--- src/rtl/mtmr_pkg.sv ---
`timescale 1ns/1ps
package mtmr_pkg;
    localparam int NUM_CH   = 3;
    localparam int NUM_CMP  = 3;
    localparam int CNT_W    = 32;
    localparam int SNAP_DLY = 4;
    localparam int OFS_W    = 3;
    localparam int GRP_W    = $clog2(NUM_CH + 1);
    localparam int ADDR_W   = GRP_W + OFS_W;
    localparam int SEL_W    = $clog2(NUM_CH + 1);
    localparam int PH_W     = $clog2(SNAP_DLY);

    typedef enum logic [OFS_W-1:0] {
        G_RUN  = 3'd0,
        G_SEL  = 3'd1,
        G_SNAP = 3'd2,
        G_BUSY = 3'd3
    } glob_ofs_e;

    typedef enum logic [OFS_W-1:0] {
        C_PRE  = 3'd3,
        C_MASK = 3'd4,
        C_STAT = 3'd5,
        C_IE   = 3'd6,
        C_CLR  = 3'd7
    } chan_ofs_e;

    typedef struct packed {
        logic [NUM_CMP-1:0] cmp;
        logic               pre;
        logic               mask;
        logic               ie;
        logic               clr;
    } chan_wr_t;

    typedef struct packed {
        logic             busy;
        logic [PH_W-1:0]  phase;
        logic [SEL_W-1:0] chan;
    } snap_state_t;

    function automatic logic [GRP_W-1:0] grp_of(input int ch);
        return GRP_W'(ch + 1);
    endfunction
endpackage

--- src/rtl/mtmr_chan.sv ---
`timescale 1ns/1ps
module mtmr_chan
    import mtmr_pkg::*;
#(
    parameter int CW = CNT_W
) (
    input  logic                          clk,
    input  logic                          rst,
    input  logic                          run,
    input  chan_wr_t                      wr,
    input  logic [CW-1:0]                 wdata,
    output logic [CW-1:0]                 count,
    output logic [NUM_CMP-1:0][CW-1:0]    cmp_val,
    output logic [CW-1:0]                 pre_val,
    output logic [NUM_CMP-1:0]            mask,
    output logic [NUM_CMP-1:0]            stat,
    output logic [NUM_CMP-1:0]            ie,
    output logic                          irq
);
    logic [NUM_CMP-1:0] hit;
    logic               reload;
    logic [NUM_CMP-1:0] clr_bits;

    always_comb begin
        for (int k = 0; k < NUM_CMP; k++)
            hit[k] = run && (count == cmp_val[k]);
    end

    assign reload   = |(hit & mask);
    assign clr_bits = wr.clr ? wdata[NUM_CMP-1:0] : '0;
    assign irq      = |(stat & ie);

    always_ff @(posedge clk) begin
        if (rst) begin
            count   <= '0;
            cmp_val <= '1;
            pre_val <= '0;
            mask    <= '0;
            stat    <= '0;
            ie      <= '0;
        end else begin
            if (run)
                count <= reload ? pre_val : count + 1'b1;
            for (int k = 0; k < NUM_CMP; k++)
                if (wr.cmp[k]) cmp_val[k] <= wdata;
            if (wr.pre)  pre_val <= wdata;
            if (wr.mask) mask    <= wdata[NUM_CMP-1:0];
            if (wr.ie)   ie      <= wdata[NUM_CMP-1:0];
            stat <= (stat & ~clr_bits) | hit;
        end
    end


    hold_chk: assert property (@(posedge clk) disable iff (rst)
        !run |=> $stable(count));

    step_chk: assert property (@(posedge clk) disable iff (rst)
        (run && !reload) |=> count == $past(count) + 1'b1);

    sticky_chk: assert property (@(posedge clk) disable iff (rst)
        !wr.clr |=> (stat & $past(stat)) == $past(stat));

    clr_chk: assert property (@(posedge clk) disable iff (rst)
        (wr.clr && !run) |=> (stat & $past(wdata[NUM_CMP-1:0])) == '0);
endmodule

--- src/rtl/mtmr_snap.sv ---
`timescale 1ns/1ps
module mtmr_snap
    import mtmr_pkg::*;
#(
    parameter int CW = CNT_W,
    parameter int NCH = NUM_CH
) (
    input  logic                   clk,
    input  logic                   rst,
    input  logic                   req,
    input  logic [SEL_W-1:0]       sel,
    input  logic [NCH-1:0][CW-1:0] counts,
    output logic                   busy,
    output logic [CW-1:0]          snap
);
    snap_state_t st;
    logic        last;
    logic [CW-1:0] picked;

    assign busy = st.busy;
    assign last = st.busy && (st.phase == PH_W'(SNAP_DLY - 1));

    always_comb begin
        picked = '0;
        for (int c = 0; c < NCH; c++)
            if (st.chan == SEL_W'(c)) picked = counts[c];
    end

    always_ff @(posedge clk) begin
        if (rst) begin
            st   <= '0;
            snap <= '0;
        end else if (st.busy) begin
            if (last) begin
                snap    <= picked;
                st.busy <= 1'b0;
            end else begin
                st.phase <= st.phase + 1'b1;
            end
        end else if (req) begin
            st.busy  <= 1'b1;
            st.phase <= '0;
            st.chan  <= sel;
        end
    end


    busy_chk: assert property (@(posedge clk) disable iff (rst)
        (busy && !last) |=> busy);

    snap_hold_chk: assert property (@(posedge clk) disable iff (rst)
        !busy |=> $stable(snap));
endmodule

--- src/rtl/mtmr_top.sv ---
`timescale 1ns/1ps
module mtmr_top
    import mtmr_pkg::*;
#(
    parameter int CW  = CNT_W,
    parameter int NCH = NUM_CH,
    localparam int AW = ADDR_W
) (
    input  logic          clk,
    input  logic          rst,
    input  logic          bus_we,
    input  logic [AW-1:0] bus_addr,
    input  logic [CW-1:0] bus_wdata,
    output logic [CW-1:0] bus_rdata,
    output logic [NCH-1:0] irq
);
    logic [GRP_W-1:0] grp;
    logic [OFS_W-1:0] ofs;
    assign grp = bus_addr[AW-1:OFS_W];
    assign ofs = bus_addr[OFS_W-1:0];

    logic [NCH-1:0]   run_q;
    logic [SEL_W-1:0] sel_q;
    logic             snap_busy;
    logic [CW-1:0]    snap_val;
    logic             glob_we;
    logic             snap_req;

    assign glob_we  = bus_we && (grp == '0);
    assign snap_req = glob_we && (ofs == G_SNAP) && bus_wdata[0];

    always_ff @(posedge clk) begin
        if (rst) begin
            run_q <= '0;
            sel_q <= '0;
        end else if (glob_we) begin
            if (ofs == G_RUN) run_q <= bus_wdata[NCH-1:0];
            if (ofs == G_SEL) sel_q <= bus_wdata[SEL_W-1:0];
        end
    end

    logic [NCH-1:0][CW-1:0]              cnt_vec;
    logic [NCH-1:0][NUM_CMP-1:0][CW-1:0] cmp_vec;
    logic [NCH-1:0][CW-1:0]              pre_vec;
    logic [NCH-1:0][NUM_CMP-1:0]         mask_vec;
    logic [NCH-1:0][NUM_CMP-1:0]         stat_vec;
    logic [NCH-1:0][NUM_CMP-1:0]         ie_vec;

    for (genvar c = 0; c < NCH; c++) begin : g_ch
        chan_wr_t wr;
        logic     hit_grp;
        assign hit_grp = bus_we && (grp == grp_of(c));
        always_comb begin
            for (int k = 0; k < NUM_CMP; k++)
                wr.cmp[k] = hit_grp && (ofs == OFS_W'(k));
            wr.pre  = hit_grp && (ofs == C_PRE);
            wr.mask = hit_grp && (ofs == C_MASK);
            wr.ie   = hit_grp && (ofs == C_IE);
            wr.clr  = hit_grp && (ofs == C_CLR);
        end

        mtmr_chan #(.CW(CW)) u_chan (
            .clk     (clk),
            .rst     (rst),
            .run     (run_q[c]),
            .wr      (wr),
            .wdata   (bus_wdata),
            .count   (cnt_vec[c]),
            .cmp_val (cmp_vec[c]),
            .pre_val (pre_vec[c]),
            .mask    (mask_vec[c]),
            .stat    (stat_vec[c]),
            .ie      (ie_vec[c]),
            .irq     (irq[c])
        );
    end

    mtmr_snap #(.CW(CW), .NCH(NCH)) u_snap (
        .clk    (clk),
        .rst    (rst),
        .req    (snap_req),
        .sel    (sel_q),
        .counts (cnt_vec),
        .busy   (snap_busy),
        .snap   (snap_val)
    );

    always_comb begin
        bus_rdata = '0;
        if (grp == '0) begin
            case (ofs)
                G_RUN:   bus_rdata = CW'(run_q);
                G_SEL:   bus_rdata = CW'(sel_q);
                G_SNAP:  bus_rdata = snap_val;
                G_BUSY:  bus_rdata = CW'(snap_busy);
                default: bus_rdata = '0;
            endcase
        end
        for (int c = 0; c < NCH; c++) begin
            if (grp == grp_of(c)) begin
                for (int k = 0; k < NUM_CMP; k++)
                    if (ofs == OFS_W'(k)) bus_rdata = cmp_vec[c][k];
                if (ofs == C_PRE)  bus_rdata = pre_vec[c];
                if (ofs == C_MASK) bus_rdata = CW'(mask_vec[c]);
                if (ofs == C_STAT) bus_rdata = CW'(stat_vec[c]);
                if (ofs == C_IE)   bus_rdata = CW'(ie_vec[c]);
            end
        end
    end


    irq_src_chk: assert property (@(posedge clk) disable iff (rst)
        (irq == '0) || (stat_vec != '0));
endmodule

--- config.mk ---
export PLATFORM = sky130hd
export DESIGN_NAME = mtmr_top
export DESIGN_NICKNAME = d
export VERILOG_FILES = /design/src/rtl/mtmr_pkg.sv /design/src/rtl/mtmr_chan.sv /design/src/rtl/mtmr_snap.sv /design/src/rtl/mtmr_top.sv
export SDC_FILE = /design/constraint.sdc
export NUM_CORES = 2
export LEC_CHECK = 0
export ABC_CLOCK_PERIOD_IN_PS = 4100
export BUFFER_PORTS_ARGS = -buffer_cell sky130_fd_sc_hd__buf_2
export CORE_MARGIN = 2
export CORE_UTILIZATION = 25
export CTS_BUF_LIST = sky130_fd_sc_hd__clkbuf_16
export DETAILED_ROUTE_END_ITERATION = 8
export PLACE_DENSITY_LB_ADDON = 0.12
export SETUP_SLACK_MARGIN = 0.4
export SLEW_MARGIN = 20
export SYNTH_ARGS = -nofsm -noshare
export SYNTH_HDL_FRONTEND = slang
export SYNTH_SLANG_ARGS = --single-unit
--- constraint.sdc ---
create_clock -name clk -period 4.1 [get_ports clk]
set_clock_uncertainty 0.2 [all_clocks]
set_input_delay 0.82 -clock clk [delete_from_list [all_inputs] [get_ports clk]]
set_output_delay 0.82 -clock clk [all_outputs]
set_load 0.005 [all_outputs]
### Word-level counts from Yosys, hierarchy flattened

Index checks and enable logic that the tools add are counted.

* flip-flop bits (word level): 549
* input port bits: 40
* output and inout bits: 35

* add/sub/neg operators: 4
* equality and inequality tests: 23
* muxes and demuxes: 39
* bitwise gates (word level): 16
* reductions and logical operators: 52

Operators by type and width (number)
* 32-bit two-way mux: 31
* 32-bit equality test: 9
* 32-bit one-hot mux with 4 select lines: 1
* 32-bit by 1-bit adder with 32-bit output, second input constant: 3
* 1-bit logical AND: 37
* 3-bit bitwise AND: 9
* 3-bit OR reduction: 6
* 3-bit equality test, second input constant: 4
* 3-bit two-way mux: 4
* 2-bit AND reduction: 5
* 3-bit inverter: 3
* 3-bit OR: 3
* 2-bit equality test, second input constant: 4
* 3-bit by 2-bit equality test with 1-bit output, second input constant: 2
* 5-bit two-way mux: 1
* 2-bit by 1-bit equality test with 1-bit output, second input constant: 2
* 2-bit logical NOT: 2
* 3-bit by 1-bit equality test with 1-bit output, second input constant: 1
* 3-bit logical NOT: 1
* 2-bit by 1-bit adder with 2-bit output, second input constant: 1
* 2-bit two-way mux: 1
* 2-bit != test, second input constant: 1
* 2-bit nonzero test: 1
* 1-bit two-way mux: 1
* 1-bit inverter: 1

### Logic depth before layout (Yosys ltp)

* depth in word-level cells: 27
* gate-level depth with buffers: 11
* mapped depth without buffers: 8

### Cells and area by module

A second synthesis with hierarchy kept.

* cell total of the unflattened synthesis: 3402
* area, all modules: 30948.4 µm²

By module, submodules not included
* mtmr_chan: instances 3, cells an instance 903, area each 8204.1 µm²
* mtmr_top: instances 1, cells an instance 488, area each 3963.8 µm²
* mtmr_snap: instances 1, cells an instance 205, area each 2372.3 µm²

### Worst setup path before layout

No wires, ideal clock.

* path type: in2out
* start: input port bus_addr[0]
* end: output port bus_rdata[31]
* data arrival time: 2.705 ns
* path slack: 0.375 ns
* stages on the path: 7
* buffers on the path: 3
* path through: clkbuf_1 -> buf_1 -> buf_1 -> mux2_2 -> o221a_2 -> a22oi_1 -> nand4b_1

* longest elaborated chain between the ends: 27

RTL lines
* from (decl): line mtmr_top.sv:12 `input logic [AW-1:0] bus_addr,`
* 3-bit by 2-bit equality test with 1-bit output, or another cell as far along: line mtmr_top.sv:91, mtmr_top.sv:103
* 32-bit one-hot mux with 4 select lines: line mtmr_top.sv:91 `case (ofs)`
* 32-bit two-way mux: line mtmr_top.sv:90 `if (grp == '0) begin`
* 32-bit two-way mux (3 in a row): line mtmr_top.sv:102 `if (ofs == OFS_W'(k)) bus_rdata = cmp_vec[c][k];`
* 32-bit two-way mux: line mtmr_top.sv:103 `if (ofs == C_PRE) bus_rdata = pre_vec[c];`
* 32-bit two-way mux: line mtmr_top.sv:104 `if (ofs == C_MASK) bus_rdata = CW'(mask_vec[c]);`
* 32-bit two-way mux: line mtmr_top.sv:105 `if (ofs == C_STAT) bus_rdata = CW'(stat_vec[c]);`
* 32-bit two-way mux: line mtmr_top.sv:106 `if (ofs == C_IE) bus_rdata = CW'(ie_vec[c]);`
* [... 7 more ...]
* 32-bit two-way mux: line mtmr_top.sv:106
* 32-bit two-way mux: line mtmr_top.sv:100 `if (grp == grp_of(c)) begin`
* 32-bit two-way mux (3 in a row): line mtmr_top.sv:102
* 32-bit two-way mux: line mtmr_top.sv:103
* 32-bit two-way mux: line mtmr_top.sv:104
* 32-bit two-way mux: line mtmr_top.sv:105
* 32-bit two-way mux: line mtmr_top.sv:106
* 32-bit two-way mux *: line mtmr_top.sv:100
* to (decl): line mtmr_top.sv:14 `output logic [CW-1:0] bus_rdata,`

Mark *: on every way between the ends. The rest lies on a longest branch, timed or not.

### Worst setup path in the final report

* start: input port bus_addr[0]
* end: output port bus_rdata[20]

The elaborated chain is that of the path after synthesis.

==> impl_metrics.yaml <==
outcome:
  status: "completed"
synthesis:
  ys_seq_area_frac: 0.352
  synth-edff-count: 0
  syn-num-nets: 4133
  ys_warn_count: 0
  syn_area_um2: 31300
  ys_types: 83
  synthArstFlopShare: 0
  syn_area_per_cell_um2: 7.65
  synth-seq-cells: 549
  synth_cells: 4089
  ys.flop_type: "dfxtp_1"
critical_path:
  cp.required_ns: 3.08
  reg2regPathDepth: 8
  crit_buf_inv: 4
  cp_data_arrival_time_ns: 2.71
  critPathMostFrequentCell: "buf_16"
  cp-endpoint: "bus_rdata[20]"
  critical-path-top-delay-family: "buffers and inverters"
  critPathLaunch: "bus_addr[0]"
  critPathMaxStageDelay_ns: 0.41
  crit_fanout: 14
  slowest_stage: "nand4b_1"
  crit_cells: 8
  cp-end-kind: "output port"
  worstReg2RegStart: "g_ch[2].u_chan.count[24]$_SDFFE_PP0P_"
  r2r_setup_slack_ns: 0.59
  start_kind: "input pin"
  path_cells: "buf_16, buf_16, nand2b_4, buf_12, o221a_2, a22oi_1, nand4b_1, buf_2"
  worstSetupPathType: "input pin to output port"
  timing.rr.end: "g_ch[2].u_chan.count[24]$_SDFFE_PP0P_"
worst_hold_path:
  whs_path_depth: 2
  hold_path_class: "flip-flop to flip-flop"
finish:
  drive_gt1_frac: 0.135
  final_nets: 4061
  area_growth_pct: 16.2
  diodes: 0
floorplanning:
  start_util: 0.252
  core_um2: 124000
  dieHeight_um: 358
  ios: 75
  dieArea_um2: 128000
  die_w_um: 358
  rows: 129
grt:
  grt_use_total: 0.257
  grt_max_degree: 126
  grt_pass1_wl_mm: 235
  gr-total-overflow: 0
  grt_pass1_vias: 29000
  grt_antenna_before_repair: 4
timing:
  setup_viol: 0
  fin_setup_tns_ns: 0
  grt_setup_unrepaired: "yes"
  slew_headroom: 0.274
  tightest_slew_ns: 1.09
  drv_slew: 0
  hold_viol: 0
  maxClockFrequency_mhz: 268
  timing.final.ws_setup_ns: 0.371
  period_share: 0.909
  fin_crit_ns: 3.73
drt:
  wl_per_cell_um: 29.8
  drt_wl_total_mm: 170
  via_per_inst: 5.53
  drc: 0
  vias: 31600
  drt_iter0_markers: 3743
  drt-pass1-iter-count: 6
  antenna_left: 0
power:
  leakage_nw: 13.5
  powerDensity_nw_per_um2: 382
  ir_drop_uv: 241
clocking:
  cts_made_buffers: 71
  cts.sinks: 549
  h-tree-depth: 3
  path_clk_slew_ns: 0.06
  cts_root_buffer: "clkbuf_16"
  cts_tree: "yes"
  hold_buffers: 0
  clkLatencyLatePin_ns: 0.66
  cts_buffer_depth: 3
placement:
  pre_cts_slack_ns: 0.275
  io_buffers: 74
  detailed_place_hpwl_mm: 125
  gp_congestion: 0.965
run:
  drv_cap: 0
==> worst min-delay path by stage <==
stage / from / end / slack, ns
detailed placement: g_ch[0].u_chan.pre_val[21]$_SDFFE_PP0P_ / g_ch[0].u_chan.pre_val[21]$_SDFFE_PP0P_ / 0.27
CTS: g_ch[0].u_chan.pre_val[21]$_SDFFE_PP0P_ / g_ch[0].u_chan.pre_val[21]$_SDFFE_PP0P_ / 0.28
global placement: g_ch[0].u_chan.pre_val[21]$_SDFFE_PP0P_ / g_ch[0].u_chan.pre_val[21]$_SDFFE_PP0P_ / 0.27
global route: g_ch[2].u_chan.pre_val[29]$_SDFFE_PP0P_ / g_ch[2].u_chan.pre_val[29]$_SDFFE_PP0P_ / 0.30
floorplan: g_ch[0].u_chan.pre_val[21]$_SDFFE_PP0P_ / g_ch[0].u_chan.count[21]$_SDFFE_PP0P_ / 0.24
finish: g_ch[0].u_chan.pre_val[21]$_SDFFE_PP0P_ / g_ch[0].u_chan.pre_val[21]$_SDFFE_PP0P_ / 0.28
==> cell usage after synthesis, drive strengths merged, types with 11 or more instances <==
library cell | instances | area share
or4 | 22 | 0.0053
o311ai | 20 | 0.0056
a22oi | 57 | 0.014
a31oi | 16 | 0.0032
inv | 60 | 0.0072
o21ai | 137 | 0.022
a2bb2oi | 21 | 0.0059
a211oi | 11 | 0.0026
nand4 | 89 | 0.018
or3 | 14 | 0.0028
a311o | 16 | 0.0051
a21oi | 171 | 0.027
mux2 | 60 | 0.022
nor2 | 160 | 0.019
nor3 | 63 | 0.010
nor4 | 64 | 0.014
and2 | 17 | 0.0034
xor2 | 137 | 0.038
nand3 | 343 | 0.055
mux2i | 103 | 0.033
a21o | 14 | 0.0034
o221a | 56 | 0.020
nor4b | 13 | 0.0036
clkbuf | 342 | 0.041
nand2b | 30 | 0.0060
dfxtp | 549 | 0.35
xnor2 | 146 | 0.041
nand4b | 30 | 0.0084
buf | 81 | 0.015
o221ai | 36 | 0.010
and3 | 63 | 0.013
nand2 | 939 | 0.11
o211ai | 36 | 0.0088
o21bai | 13 | 0.0031
and4 | 38 | 0.011
==> cells in the final DEF (no fill, tap or decap), types with 56 or more instances in the layout <==
master,Yosys,layout
nor4_1,60,60
inv_1,60,79
mux2_2,60,60
buf_2,44,71
nand2_1,939,939
xnor2_1,146,146
nand4_1,89,89
buf_4,7,167
clkbuf_16,0,79
xor2_1,137,137
and3_1,62,62
dfxtp_1,549,543
o221a_2,56,56
nand3_1,343,343
mux2i_1,103,102
a21oi_1,170,170
nor3_1,63,57
nor2_1,160,152
o21ai_0,136,133
==> kinds of logic after synthesis <==
group	Yosys count	synth area share
flops	549	0.352
buf+inv	484	0.0638
mux	172	0.0611
fa+ha+maj	4	0.00160
xor+xnor	283	0.0793
simple gates	1923	0.292
compound gates	674	0.151
==> per-stage QoR <==
stage	hold slack [ns]	utilization	total power [W]	instances	area, um^2
6_report	0.280	0.293	0.0139	5710	36300
5_1_grt	0.302	0.293	0.0143	5710	36300
4_1_cts	0.279	0.291	0.0139	5697	36100
3_5_place_dp	0.271	0.272	0.00764	5565	33700
3_3_place_gp	0.267	0.272	0.00765	5565	33700
2_1_floorplan	0.239	-	0.00671	4089	31300
==> routing by layer <==
metal	track usage	routed length (um)
met1	0.375	79300
met2	0.384	72400
met3	0.0557	14200
met4	0.0588	4010
met5	0	27
==> repair_timing <==
| item | 4_1_cts | 5_1_grt |
|---|---|---|
| endpoints found under the setup margin | 17 | 19 |
| cloned | 3 | 4 |
| pin swaps | 2 | 8 |
| setup buffers | 0 | 9 |
| gates resized for setup | 8 | 21 |
==> power breakdown <==
part	internal, W	switching, W	total [W]
sequential	0.00547	0.000307	0.00577
combinational	0.000611	0.00125	0.00186
clock	0.00355	0.00270	0.00624
==> area by class of cell <==
| cell class | instances | area [um^2] |
|---|---|---|
| clock buffer | 75 | 1880 |
| clock inverter | 54 | 345 |
| fill | 13400 | 87600 |
| inverter | 61 | 240 |
| multi-input combinational | 3056 | 18400 |
| sequential | 549 | 11000 |
| tap | 1637 | 2050 |
| timing repair buffer | 278 | 2430 |
==> sequential cells by signal (all words and copies together) (netlist names) <==
register / flops
g_ch.u_chan.stat: 9
g_ch.u_chan.ie: 9
u_snap.snap: 32
g_ch.u_chan.cmp_val: 288
g_ch.u_chan.mask: 9
run_q: 3
u_snap.busy: 1
u_snap.st: 4
sel_q: 2
g_ch.u_chan.pre_val: 96
g_ch.u_chan.count: 96
==> worst register-to-register path, stage by stage, from the launching register on <==
cell and delay (ns):
dfxtp_1 0.47, xnor2_1 0.48, nand4_1 0.15, nor4_1 0.66, nand4_1 0.41, o211ai_4 0.30
buf_4 0.29, a21oi_1 0.07, or3_1 0.36
(Power assumes the default switching activity.)
